<file path="src/rtl/drdy_port_pkg.sv">
package drdy_port_pkg;

    // Phases of one conversion cycle on the shared pin.
    typedef enum logic [2:0] {
        PH_IDLE = 3'd0,   // after reset, nothing offered yet
        PH_HOLD = 3'd1,   // closing window after a data phase (T4)
        PH_PRE  = 3'd2,   // pin high before the word transfer (T1)
        PH_LOW  = 3'd3,   // ready pulse low part (T2)
        PH_MARK = 3'd4,   // ready pulse high part (T3)
        PH_DATA = 3'd5    // master shifts bits out
    } phase_e;

    typedef struct packed {
        phase_e phase;
        logic   load;     // transfer staged word into the shifter
        logic   rearm;    // bit pointer back to the MSB
    } port_ctl_t;

    function automatic phase_e follow_phase(input phase_e p);
        case (p)
            PH_HOLD: return PH_PRE;
            PH_PRE:  return PH_LOW;
            PH_LOW:  return PH_MARK;
            PH_MARK: return PH_DATA;
            default: return p;
        endcase
    endfunction

    function automatic int unsigned phase_len(input phase_e p,
                                              input int unsigned l1,
                                              input int unsigned l2,
                                              input int unsigned l3,
                                              input int unsigned l4);
        case (p)
            PH_HOLD: return l4;
            PH_PRE:  return l1;
            PH_LOW:  return l2;
            PH_MARK: return l3;
            default: return 1;
        endcase
    endfunction

    function automatic int unsigned max4(input int unsigned a, input int unsigned b,
                                         input int unsigned c, input int unsigned d);
        int unsigned m;
        m = a;
        if (b > m) m = b;
        if (c > m) m = c;
        if (d > m) m = d;
        return m;
    endfunction

    function automatic bit is_timed(input phase_e p);
        return (p == PH_HOLD) || (p == PH_PRE) || (p == PH_LOW) || (p == PH_MARK);
    endfunction

endpackage

</file>
<file path="src/rtl/drdy_sclk_sync.sv">
module drdy_sclk_sync #(
    parameter int STAGES = 2
) (
    input  logic clk,
    input  logic rst,
    input  logic sclk_async,
    output logic fall_o
);
    // STAGES flops of synchronisation plus one for edge history.
    logic [STAGES:0] chain;

    always_ff @(posedge clk) begin
        if (rst) begin
            chain <= '0;
        end else begin
            chain <= {chain[STAGES-1:0], sclk_async};
        end
    end

    assign fall_o = chain[STAGES] & ~chain[STAGES-1];
endmodule

</file>
<file path="src/rtl/drdy_phase_fsm.sv">
module drdy_phase_fsm
    import drdy_port_pkg::*;
#(
    parameter int T1_CYC = 6,
    parameter int T2_CYC = 4,
    parameter int T3_CYC = 4,
    parameter int T4_CYC = 8
) (
    input  logic      clk,
    input  logic      rst,
    input  logic      word_valid,
    output logic      accept_o,
    output port_ctl_t ctl_o
);
    localparam int unsigned MAXL = max4(T1_CYC, T2_CYC, T3_CYC, T4_CYC);
    localparam int TW = (MAXL > 1) ? $clog2(MAXL) : 1;

    phase_e          phase, nxt;
    logic [TW-1:0]   timer;
    logic            changed;

    always_comb begin
        nxt = phase;
        case (phase)
            PH_IDLE: if (word_valid) nxt = PH_PRE;
            PH_DATA: if (word_valid) nxt = PH_HOLD;
            default: if (timer == '0) nxt = follow_phase(phase);
        endcase
        changed = (nxt != phase);
    end

    always_ff @(posedge clk) begin
        if (rst) begin
            phase <= PH_IDLE;
            timer <= '0;
        end else begin
            phase <= nxt;
            if (changed) begin
                timer <= TW'(phase_len(nxt, T1_CYC, T2_CYC, T3_CYC, T4_CYC) - 1);
            end else if (timer != '0) begin
                timer <= timer - TW'(1);
            end
        end
    end

    assign accept_o    = word_valid && !is_timed(phase);
    assign ctl_o.phase = phase;
    assign ctl_o.load  = (phase == PH_PRE) && (nxt == PH_LOW);
    assign ctl_o.rearm = changed && ((nxt == PH_PRE) || (nxt == PH_HOLD));
endmodule

</file>
<file path="src/rtl/drdy_word_path.sv">
module drdy_word_path
    import drdy_port_pkg::*;
#(
    parameter int W  = 24,
    parameter int PW = $clog2(W + 1)
) (
    input  logic          clk,
    input  logic          rst,
    input  logic          accept,
    input  logic [W-1:0]  word_in,
    input  port_ctl_t     ctl,
    input  logic          fall,
    output logic [PW-1:0] ptr_o,
    output logic          pin_o
);
    localparam logic [PW-1:0] LAST = PW'(W);

    logic [W-1:0]  staged;
    logic [W-1:0]  shifter;
    logic [PW-1:0] ptr;
    logic          over;
    logic          in_data;

    assign in_data = (ctl.phase == PH_DATA);
    assign over    = (ptr == LAST);

    always_ff @(posedge clk) begin
        if (rst) begin
            staged  <= '0;
            shifter <= '0;
            ptr     <= '0;
        end else begin
            if (accept) staged <= word_in;
            if (ctl.load) shifter <= staged;
            if (ctl.rearm) begin
                ptr <= '0;
            end else if (in_data && fall && !over) begin
                ptr     <= ptr + PW'(1);
                shifter <= {shifter[W-2:0], 1'b0};
            end
        end
    end

    always_comb begin
        if (in_data) pin_o = over ? 1'b0 : shifter[W-1];
        else         pin_o = (ctl.phase != PH_LOW);
    end

    assign ptr_o = ptr;
endmodule

</file>
<file path="src/rtl/drdy_serial_port.sv">
module drdy_serial_port
    import drdy_port_pkg::*;
#(
    parameter int WORD_W      = 24,
    parameter int T1_CYC      = 6,
    parameter int T2_CYC      = 4,
    parameter int T3_CYC      = 4,
    parameter int T4_CYC      = 8,
    parameter int SYNC_STAGES = 2
) (
    input  logic              clk,
    input  logic              rst,
    input  logic              word_valid,
    input  logic [WORD_W-1:0] word_in,
    input  logic              sclk,
    output logic              pin_o
);
    localparam int PW = $clog2(WORD_W + 1);

    port_ctl_t     ctl;
    logic          accept;
    logic          sclk_fall;
    logic [PW-1:0] ptr;

    drdy_sclk_sync #(.STAGES(SYNC_STAGES)) u_sync (
        .clk(clk), .rst(rst), .sclk_async(sclk), .fall_o(sclk_fall)
    );

    drdy_phase_fsm #(
        .T1_CYC(T1_CYC), .T2_CYC(T2_CYC), .T3_CYC(T3_CYC), .T4_CYC(T4_CYC)
    ) u_fsm (
        .clk(clk), .rst(rst), .word_valid(word_valid),
        .accept_o(accept), .ctl_o(ctl)
    );

    drdy_word_path #(.W(WORD_W), .PW(PW)) u_path (
        .clk(clk), .rst(rst), .accept(accept), .word_in(word_in),
        .ctl(ctl), .fall(sclk_fall), .ptr_o(ptr), .pin_o(pin_o)
    );
endmodule

</file>
<file path="config.mk">
export PLATFORM = sky130hd
export DESIGN_NAME = drdy_serial_port
export DESIGN_NICKNAME = d
export VERILOG_FILES = /design/src/rtl/drdy_port_pkg.sv /design/src/rtl/drdy_sclk_sync.sv /design/src/rtl/drdy_phase_fsm.sv /design/src/rtl/drdy_word_path.sv /design/src/rtl/drdy_serial_port.sv
export SDC_FILE = /design/constraint.sdc
export NUM_CORES = 1
export LEC_CHECK = 0
export CAP_MARGIN = 20
export CORE_MARGIN = 4
export CORE_UTILIZATION = 50
export CTS_BUF_LIST = sky130_fd_sc_hd__clkbuf_4
export DETAILED_ROUTE_END_ITERATION = 7
export DONT_BUFFER_PORTS = 1
export GPL_ROUTABILITY_DRIVEN = 1
export PLACE_DENSITY = 0.67
export SLEW_MARGIN = 10
export SYNTH_ARGS = -nofsm -noshare
export SYNTH_HDL_FRONTEND = slang
export SYNTH_SLANG_ARGS = --single-unit
</file>
<file path="constraint.sdc">
create_clock -name clk -period 4.3 [get_ports clk]
set_input_delay 0.86 -clock clk [delete_from_list [all_inputs] [get_ports clk]]
set_output_delay 0.86 -clock clk [all_outputs]
set_load 0.005 [all_outputs]
</file>
### Word level (Yosys, flattened, before mapping)

Cells that the tools add are included.

* register bits after elaboration: 62
* output and inout port bits: 1
* logic and storage cells: 55

* add/subtract/negate cells: 3
* eq/ne operators: 12
* muxes and demuxes: 15
* bitwise logic cells: 2
* reduce and logical (&&, ||, !) cells: 17

Operator list (number)
* $mux 24: 3
* $mux 3: 7
* $eq 3x2->1 const B: 4
* $pmux 3 s4: 1
* $eq 3x3->1 const B: 3
* $pmux 3 s3: 1
* $eq 3x1->1 const B: 2
* $logic_not 3->1: 2
* $pmux 3 s2: 1
* $sub 3x1->3 const B: 2
* $add 5x1->5 const B: 1
* $eq 5x5->1 const B: 1
* $logic_and 1x1->1: 5
* $logic_or 1x1->1: 4
* $reduce_or 2->1: 2
* $ne 3x2->1 const B: 1
* $ne 3x3->1: 1
* $reduce_bool 3->1: 1
* $logic_not 1->1: 2
* $mux 1: 2
* $reduce_bool 2->1: 1
* $and 1x1->1: 1
* $not 1->1: 1

### Depth between registers and ports, before layout

Gate-level depths: netlist of run 1.

* depth after elaboration: 11
* gate-level depth with buffers: 8
* mapped depth without buffers: 7

### Cells and area by module

A second synthesis of run 1 with hierarchy kept.

* cells, all modules: 295
* area total of the unflattened synthesis: 2930.3 um^2

Modules (own cells, without submodules)
* drdy_word_path: instances 1, cells each 228, area each 2424.8 um^2, seq. area each 1061.0 um^2
* drdy_phase_fsm: instances 1, cells each 60, area each 417.9 um^2, seq. area each 120.1 um^2
* drdy_sclk_sync: instances 1, cells each 7, area each 87.6 um^2, seq. area each 60.1 um^2

### Worst setup path before layout of run 1

No wires, ideal clock.

* kind: input to register
* start point: input word_valid
* end point: register u_fsm.timer[2]
* setup time: 0.070 ns
* data arrival time: 2.026 ns
* data required time: 4.230 ns
* slack: 2.204 ns
* stages on the path: 7
* cell sequence: buf_2 > inv_1 > a211oi_1 > o32a_1 > ha_1 > or3_1 > a21oi_1

* cells in the longest elaborated chain, start to end: 9
* elaborated cells between the ends (all ways): 15
* those cells by class: 1 x add/sub; 5 x eq/ne; 7 x mux; 2 x reduce/logical

RTL lines
* start, declared: RTL line drdy_serial_port.sv:13 `input logic word_valid,`
* $mux 3 (on tied branches): RTL line drdy_phase_fsm.sv:26, drdy_phase_fsm.sv:25
* $pmux 3 s2 (*): RTL line drdy_phase_fsm.sv:24 `case (phase)`
* $eq 3x3->1 or $eq 3x2->1 (tied branches): RTL line drdy_port_pkg.sv:34 `case (p)`
* $reduce_or 2->1 (no source line)
* $pmux 3 s3: RTL line drdy_port_pkg.sv:34
* $mux 3: RTL line drdy_phase_fsm.sv:38 `if (changed) begin`
* $mux 3: RTL line drdy_phase_fsm.sv:33 `if (rst) begin`
* $sub 3x1->3: RTL line drdy_phase_fsm.sv:39 `timer <= TW'(phase_len(nxt, T1_CYC, T2_CYC, T3_CYC, T4_CYC) - 1);`
* $mux 3: RTL line drdy_phase_fsm.sv:38
* end signal, assigned: RTL line drdy_phase_fsm.sv:39
* end signal, assigned: RTL line drdy_phase_fsm.sv:41 `timer <= timer - TW'(1);`
* end, declared: RTL line drdy_phase_fsm.sv:19 `logic [TW-1:0] timer;`

Mark *: on every way between the ends. The rest lies on a longest branch, timed or not. The select of a mux whose other input is x is not followed.
A chain may end at the register's enable or synchronous reset.

### Worst setup path after layout of run 1

* start point: register u_path.ptr[0], in the netlist u_path.ptr_o[0]
* end point: output pin_o

* cells in the longest elaborated chain, start to end: 3

RTL lines
* start, declared: RTL line drdy_word_path.sv:20 `logic [PW-1:0] ptr;`
* start signal, assigned: RTL line drdy_word_path.sv:38 `ptr <= ptr + PW'(1);`
* $eq 5x5->1: RTL line drdy_word_path.sv:25 `assign over = (ptr == LAST);`
* $mux 1 (2 in series): RTL line drdy_word_path.sv:45 `if (in_data) pin_o = over ? 1'b0 : shifter[W-1];`
* end, declared: RTL line drdy_serial_port.sv:16 `output logic pin_o`

No other way between the ends.

==> summary.txt, run 1 <==
Power and ir drop
  – Leak Pwr: between 1 and 1.5 nW
  – Switching part of the total: between 30% and 40%
  – P_int: about 0.97 mW
  – Total Power: ~1.4 mW
  – Clock share of power: between 20 and 30%
  – Worst VDD drop: ~0.00025 V
  – Comb power frac: a little over a fifth
  – Pwr dens: around 500 mW/mm^2
  – Sequential share of power: between 50% and 60%
  – Psw: between 0.4 and 0.5 mW

Synthesis
  – Yosys warns: 0
  – Post-Synthesis Cells: 314
  – Post-synth cell types: 47
  – Yosys top cell by area: dfxtp_1
  – Seq cells post-synth: 62
  – Mean Syn Cell Area: approximately 9 sq um
  – Post-synth EDFFs: 0
  – Synth top area cells: dfxtp_1 (45%), mux2i_1 (9.0%), nand2_1 (6.9%)
  – Async set-reset flop share out of synthesis: 0%
  – Register area share after synthesis: between 40 and 50%
  – Mapped cell area: around 0.0028 sq mm
  – Syn Nets: 345
  – Top-area cell type share of the netlist area: 44.5%
  – Prevailing post-synth register cell: dfxtp_1

STA
  – Max Fclk: ~0.40 GHz
  – Crit path time final: around 2500 ps
  – Period utilisation layout: 57.7%
  – # setup viols final: 0
  – RSZ-0062 raised after global routing: no
  – Max_slew headroom: ~32%
  – Fin worst setup slack: 1820 ps
  – Max-slew violations: 0
  – Clock skew: ~16 ps
  – Post-Route Setup TNS: 0 ps
  – Final Hold Vio Count: 0
  – Worst Tran Pin Value: between 1000 and 1500 ps

Detailed routing
  – 1st-pass router iterations: 4
  – Final ANT Viol Nets: 0
  – Via count: roughly 2100
  – DR vias/cell: ~5.5
  – Routed length per instance: roughly 13 um
  – Final wirelength: approximately 5000 um
  – DRC violations left: 0
  – Starting DRC count in detailed routing: 135

CTS
  – Root buf cell: clkbuf_4
  – Post-CTS Resized: 0
  – # Post-CTS Setup Buffers: 0
  – Post-CTS Hold Fix Bufs: 0
  – Max Root-Sink Buffers: 2
  – Worst skew pair latency: approximately 400 ps
  – TritonCTS buffer count: 9
  – Worst-path clk slew: around 90 ps
  – H-tree depth: 3
  – Clock sinks: just over 60
  – CTS tree: yes

Global route
  – Grt ovf: 0
  – Largest net degree at the start of global routing: 48
  – Total GRT Usage: 16.9%
  – Initial antenna violation count: 0
  – First-pass GRT wire length: just under 9000 um
  – Vias in the first global route: 1900

Floorplanning
  – Die area: just under 0.007 sq mm
  – Row count: 26
  – Die width: 82.7 um
  – Area of the core: approximately 0.0053 sq mm
  – Initial Utilization: 52.9%
  – I/O pin count: 29
  – Die H: between 80 and 90 um

Flow run
  – Max-cap violation count: 0

Setup path
  – CP max stage delay: approximately 340 ps
  – WP depth: 5
  – CP top delay family: compound AO/OA/AOI/OAI gates
  – Crit path cell chain: inv_1 -> ha_1 -> nand4b_1 -> a211oi_1 -> o21ai_0
  – CP max-delay cell: dfxtp_1
  – Worst Path Arrival: around 1600 ps
  – Critical path type: reg -> out
  – CP Launch Type: register
  – Critical Path Fanout Max: 4
  – WP buf/inv: 1
  – CP Capture Type: primary output
  – Required time worst endpoint: ~3400 ps
  – Reg2Reg Depth: 4

Final layout
  – Post-route cell area: 0.00285 sq mm
  – # fillers: 524
  – Final Util: 54.0%
  – Area Overhead vs Synth: 2.06%
  – Final nets: 332
  – Layout cell share with drive strength beyond 1: roughly a tenth
  – ANT cells: 0

Placement
  – Worst slack, placed: between 1500 and 2000 ps
  – Final HPWL DP: around 3100 um
  – Dpl cell area: 0.00268 sq mm
  – RePlAce Congestion: approximately 0.79
  – Port Buffers: 0

Worst hold path
  – Depth of the worst hold-timing path: 1
  – Worst hold path type: reg -> reg

Run status
  – Status: completed
area by class of cell:
type,instances,area [sq um],area share [%]
Clock inverter,4,47.5,1.67
Multi-Input combinational cell,220,1330,46.6
Inverter,7,26.3,0.923
Sequential cell,62,1240,43.6
Timing Repair Buffer,1,27.5,0.967
Tap cell,70,87.6,3.08
Clock buffer,12,90.1,3.17
cells in the mapped netlist, types with 2 or more instances:
cell	n
buf_4	2
o21ai_2	2
buf_12	2
o21ai_0	7
and3_1	3
a211oi_1	3
nor4_1	2
or3_1	2
o21ai_1	22
a21oi_1	4
nor2b_1	4
nor3_1	2
a31oi_1	24
buf_2	7
dfxtp_1	62
nor2_1	37
nand3_1	4
mux2i_1	25
clkbuf_1	7
inv_1	6
buf_6	7
ha_1	3
xor2_1	3
nand2_1	51
cells by family (layout without fill, tap and decap cells):
group	count (synthesis)	in the layout	synth area share (%)
XOR/XNOR	4	4	1.26
flip-flops	62	62	44.5
adder cells (fa/ha/maj)	3	3	1.35
multiplexers	26	26	9.38
buffers and inverters	32	24	7.94
AO/OA/AOI/OAI	69	69	15.2
AND/OR/NAND/NOR	118	118	20.3
power by group through the flow:
stage	Sequential, mW	Clock, mW	Combinational (mW)
3_3_place_gp	0.729	0	0.309
4_1_cts	0.717	0.409	0.314
3_5_place_dp	0.729	0	0.312
2_1_floorplan	0.678	0	0.356
6_report	0.717	0.398	0.308
5_1_grt	0.730	0.438	0.354
per-stage QoR:
stage | instances | hold WS [ps]
detailed placement | 359 | 427
finish | 376 | 445
global route | 376 | 458
floorplan | 314 | 414
global placement | 359 | 425
CTS | 375 | 447
layer usage:
layer	wire length (um)	GRT usage, %	vias to the layer above
met1	2440	22.3	961
met5	0	0	-
met4	127	9.64	0
li1	-	-	1072
met2	2190	24.8	34
met3	227	4.45	12
path summary, 6_finish.rpt:
path	start	endpoint	slack [ps]
worst max-delay path	u_path.ptr_o[0]$_SDFFE_PP0P_	pin_o	1820
worst min-delay path	u_sync.chain[0]$_SDFF_PP0_	u_sync.chain[1]$_SDFF_PP0_	450
worst max register to register	u_fsm.phase[1]$_SDFF_PP0_	u_path.shifter[0]$_SDFF_PP0_	2080
worst min register to register	u_sync.chain[0]$_SDFF_PP0_	u_sync.chain[1]$_SDFF_PP0_	450
cell usage in the layout (no fill, tap or decap), drive strengths merged, types with 3 or more instances in the layout:
cell / n
o21ai: 32
a211oi: 3
xor2: 3
nand2: 51
nand3: 4
a31oi: 24
nor4: 3
clkbuf: 12
and3: 3
ha: 3
nor3: 4
dfxtp: 62
inv: 7
mux2i: 25
nor2: 37
nor2b: 4
a21oi: 4
flip-flops by register name (all words and copies together) (netlist names):
| signal | count |
|---|---|
| u_sync.chain | 3 |
| u_path.staged | 24 |
| u_fsm.timer | 3 |
| u_path.shifter | 24 |
| u_fsm.phase | 3 |
| u_path.ptr_o | 5 |
Power figures use the tool's default switching activity.
==> run 2, diff against run 1 <==
ABC_AREA = 1   (was default)
PLACE_DENSITY = 0.7   (was 0.67)
clock period = 2.2 ns   (was 4.3 ns; I/O delays follow)
==> run 2 against run 1 <==
Net effect: worst hold slack lost 360 ps; non-clock buffer count up 7; critical endpoint unchanged; global-route usage is 1.6 points higher; largest power group unchanged; count of clock-buffer cells in the layout shrank 3; die area shrank 1.7%.
==> summary.txt, run 2 <==
Floorplanning
  – Die width: 81.9 um
  – Initial Utilization: a little over half
  – Row count: 26
  – Area of the core: between 0.005 and 0.006 sq mm
  – Die area: approximately 0.0067 sq mm
  – Die H: ~82 um
  – I/O pin count: 29

Setup path
  – WP buf/inv: 1
  – Worst Path Arrival: 1400 ps
  – Most used cell, CP: a21oi_1
  – Critical Path Fanout Max: 4
  – CP max stage delay: 390 ps
  – CP max-delay cell: dfxtp_1
  – CP Capture Type: primary output
  – Required time worst endpoint: between 1500 and 2000 ps
  – CP top delay family: flip-flops
  – CP Launch Type: register
  – Critical path type: reg -> out
  – Crit path cell chain: inv_1 -> ha_1 -> nand3_1 -> a21oi_1 -> a21oi_1

Synthesis
  – Cell with the most instances after synthesis: nor2_1
  – Post-synth EDFFs: 0
  – Mapped cell area: approximately 0.0027 sq mm
  – Yosys top cell by area: dfxtp_1
  – Post-Synthesis Cells: approximately 400
  – Syn Nets: 430
  – Mean Syn Cell Area: 6.85 sq um
  – Synth top area cells: dfxtp_1 (45%), nor2_1 (15%), nand2_1 (10%)
  – Seq cells post-synth: 62
  – Prevailing post-synth register cell: dfxtp_1
  – Top-area cell type share of the netlist area: 45.4%
  – Post-synth cell types: 22
  – Register area share after synthesis: between 40% and 50%
  – Async set-reset flop share out of synthesis: 0%
  – Commonest cells in the netlist: nor2_1 (108), nand2_1 (75), dfxtp_1 (62)
  – Yosys warns: 0

Final layout
  – # fillers: roughly 520
  – Commonest non-fill, non-tap cell in the layout: nor2_1
  – Reg area: between 0.001 and 0.0015 sq mm
  – Post-route cell area: just under 0.003 sq mm
  – Final nets: 429
  – Fin cells: 473
  – ANT cells: 0
  – Layout cell share with drive strength beyond 1: 7.94%
  – Area Overhead vs Synth: 8.05%
  – Multi-input gate area: 0.00131 sq mm
  – Commonest non-fill, non-tap cells in the layout: nor2_1 (108), nand2_1 (75), dfxtp_1 (62)

CTS
  – Worst-path clk slew: around 100 ps
  – Clock sinks: 62
  – Max Root-Sink Buffers: 2
  – Post-CTS Hold Fix Bufs: 0
  – CTS tree: yes
  – H-tree depth: 3
  – Root buf cell: clkbuf_4
  – Post-CTS Resized: 0
  – Worst skew pair latency: around 420 ps
  – # Post-CTS Setup Buffers: 0
  – TritonCTS buffer count: 9

Detailed routing
  – Routed length per instance: approximately 12 um
  – DR vias/cell: 5.07
  – DRC violations left: 0
  – Final wirelength: between 5000 and 6000 um
  – Final ANT Viol Nets: 0
  – Via count: 2400
  – Starting DRC count in detailed routing: between 150 and 200
  – 1st-pass router iterations: 4

STA
  – Max_slew headroom: between 50% and 60%
  – Period utilisation layout: a little over four fifths
  – Fin worst setup slack: 365 ps
  – Post-Route Setup TNS: 0 ps
  – # setup viols final: 0
  – Crit path time final: 1840 ps
  – Max-slew violations: 0
  – Clock skew: ~12 ps
  – Worst Tran Pin Value: 742 ps
  – Final Hold Vio Count: 0
  – Hold_ws: 81.4 ps
  – Max Fclk: 0.545 GHz
  – RSZ-0062 raised after global routing: no

Global route
  – First-pass GRT wire length: 9460 um
  – Total GRT Usage: between 15 and 20%
  – Initial antenna violation count: 0
  – Grt ovf: 0
  – Largest net degree at the start of global routing: 48
  – Vias in the first global route: about 2200

Placement
  – Dpl cell area: about 0.0028 sq mm
  – Port Buffers: 0
  – Dpl cells: between 400 and 500
  – Worst slack, placed: roughly 420 ps
  – RePlAce Congestion: 0.889
  – Final HPWL DP: ~3600 um

Power and ir drop
  – Pwr dens: 1160 mW/mm^2
  – Leak Pwr: 1.40 nW
  – Worst VDD drop: roughly 0.00066 V

Flow run
  – Max-cap violation count: 0

Run status
  – Status: completed

Worst hold path
  – Worst hold path type: in -> reg
## run 2: through the flow
step | utilization [%] | total power, mW
final | 56.8 | 3.43
after global routing | 56.8 | 3.70
after CTS | 56.8 | 3.46
after detailed placement | 53.8 | 2.58
after global placement | 53.8 | 2.55
after floorplan | - | 2.29
## run 2: logic make-up after synthesis
group	count (synthesis)	synth area share, %
simple gates	255	39.7
flops	62	45.4
buf+inv	44	6.82
compound gates	33	6.04
fa+ha+maj	3	1.37
xor+xnor	1	0.320
mux	1	0.366
## run 2: final timing paths
path                                               endpoint  depth (start not counted)  slack [ps]                         start
worst min register to register   u_sync.chain[1]$_SDFF_PP0_                          2         410    u_sync.chain[0]$_SDFF_PP0_
worst max register to register  u_fsm.timer[2]$_SDFFE_PP0P_                         10         380     u_fsm.phase[1]$_SDFF_PP0_
worst min-delay path             u_sync.chain[1]$_SDFF_PP0_                          1          80                           rst
worst max-delay path                                  pin_o                          5         360  u_path.ptr_o[0]$_SDFFE_PP0P_
## run 2: area by class of cell
cell class                 instances  area share (%)
multi-input combinational        293            44.2
sequential                        62            42.0
inverter                          24            3.05
clock inverter                     7            3.01
tap                               70            2.96
timing repair buffer               8            2.46
clock buffer                       9            2.29
## run 2: report_power, final
part	leakage [nW]	internal, mW	total [mW]	switching (mW)
logic	0.814	0.383	1.10	0.720
clock network	0.0810	0.453	0.887	0.434
registers	0.507	1.32	1.44	0.117
## run 2: routing by layer
metal,GRT usage [%],vias to the layer above,part of all wire (%)
met5,0,-,0
met4,11.0,0,3.0
met3,4.61,11,5.8
met2,27.9,64,42
met1,23.8,1048,49
li1,-,1277,-
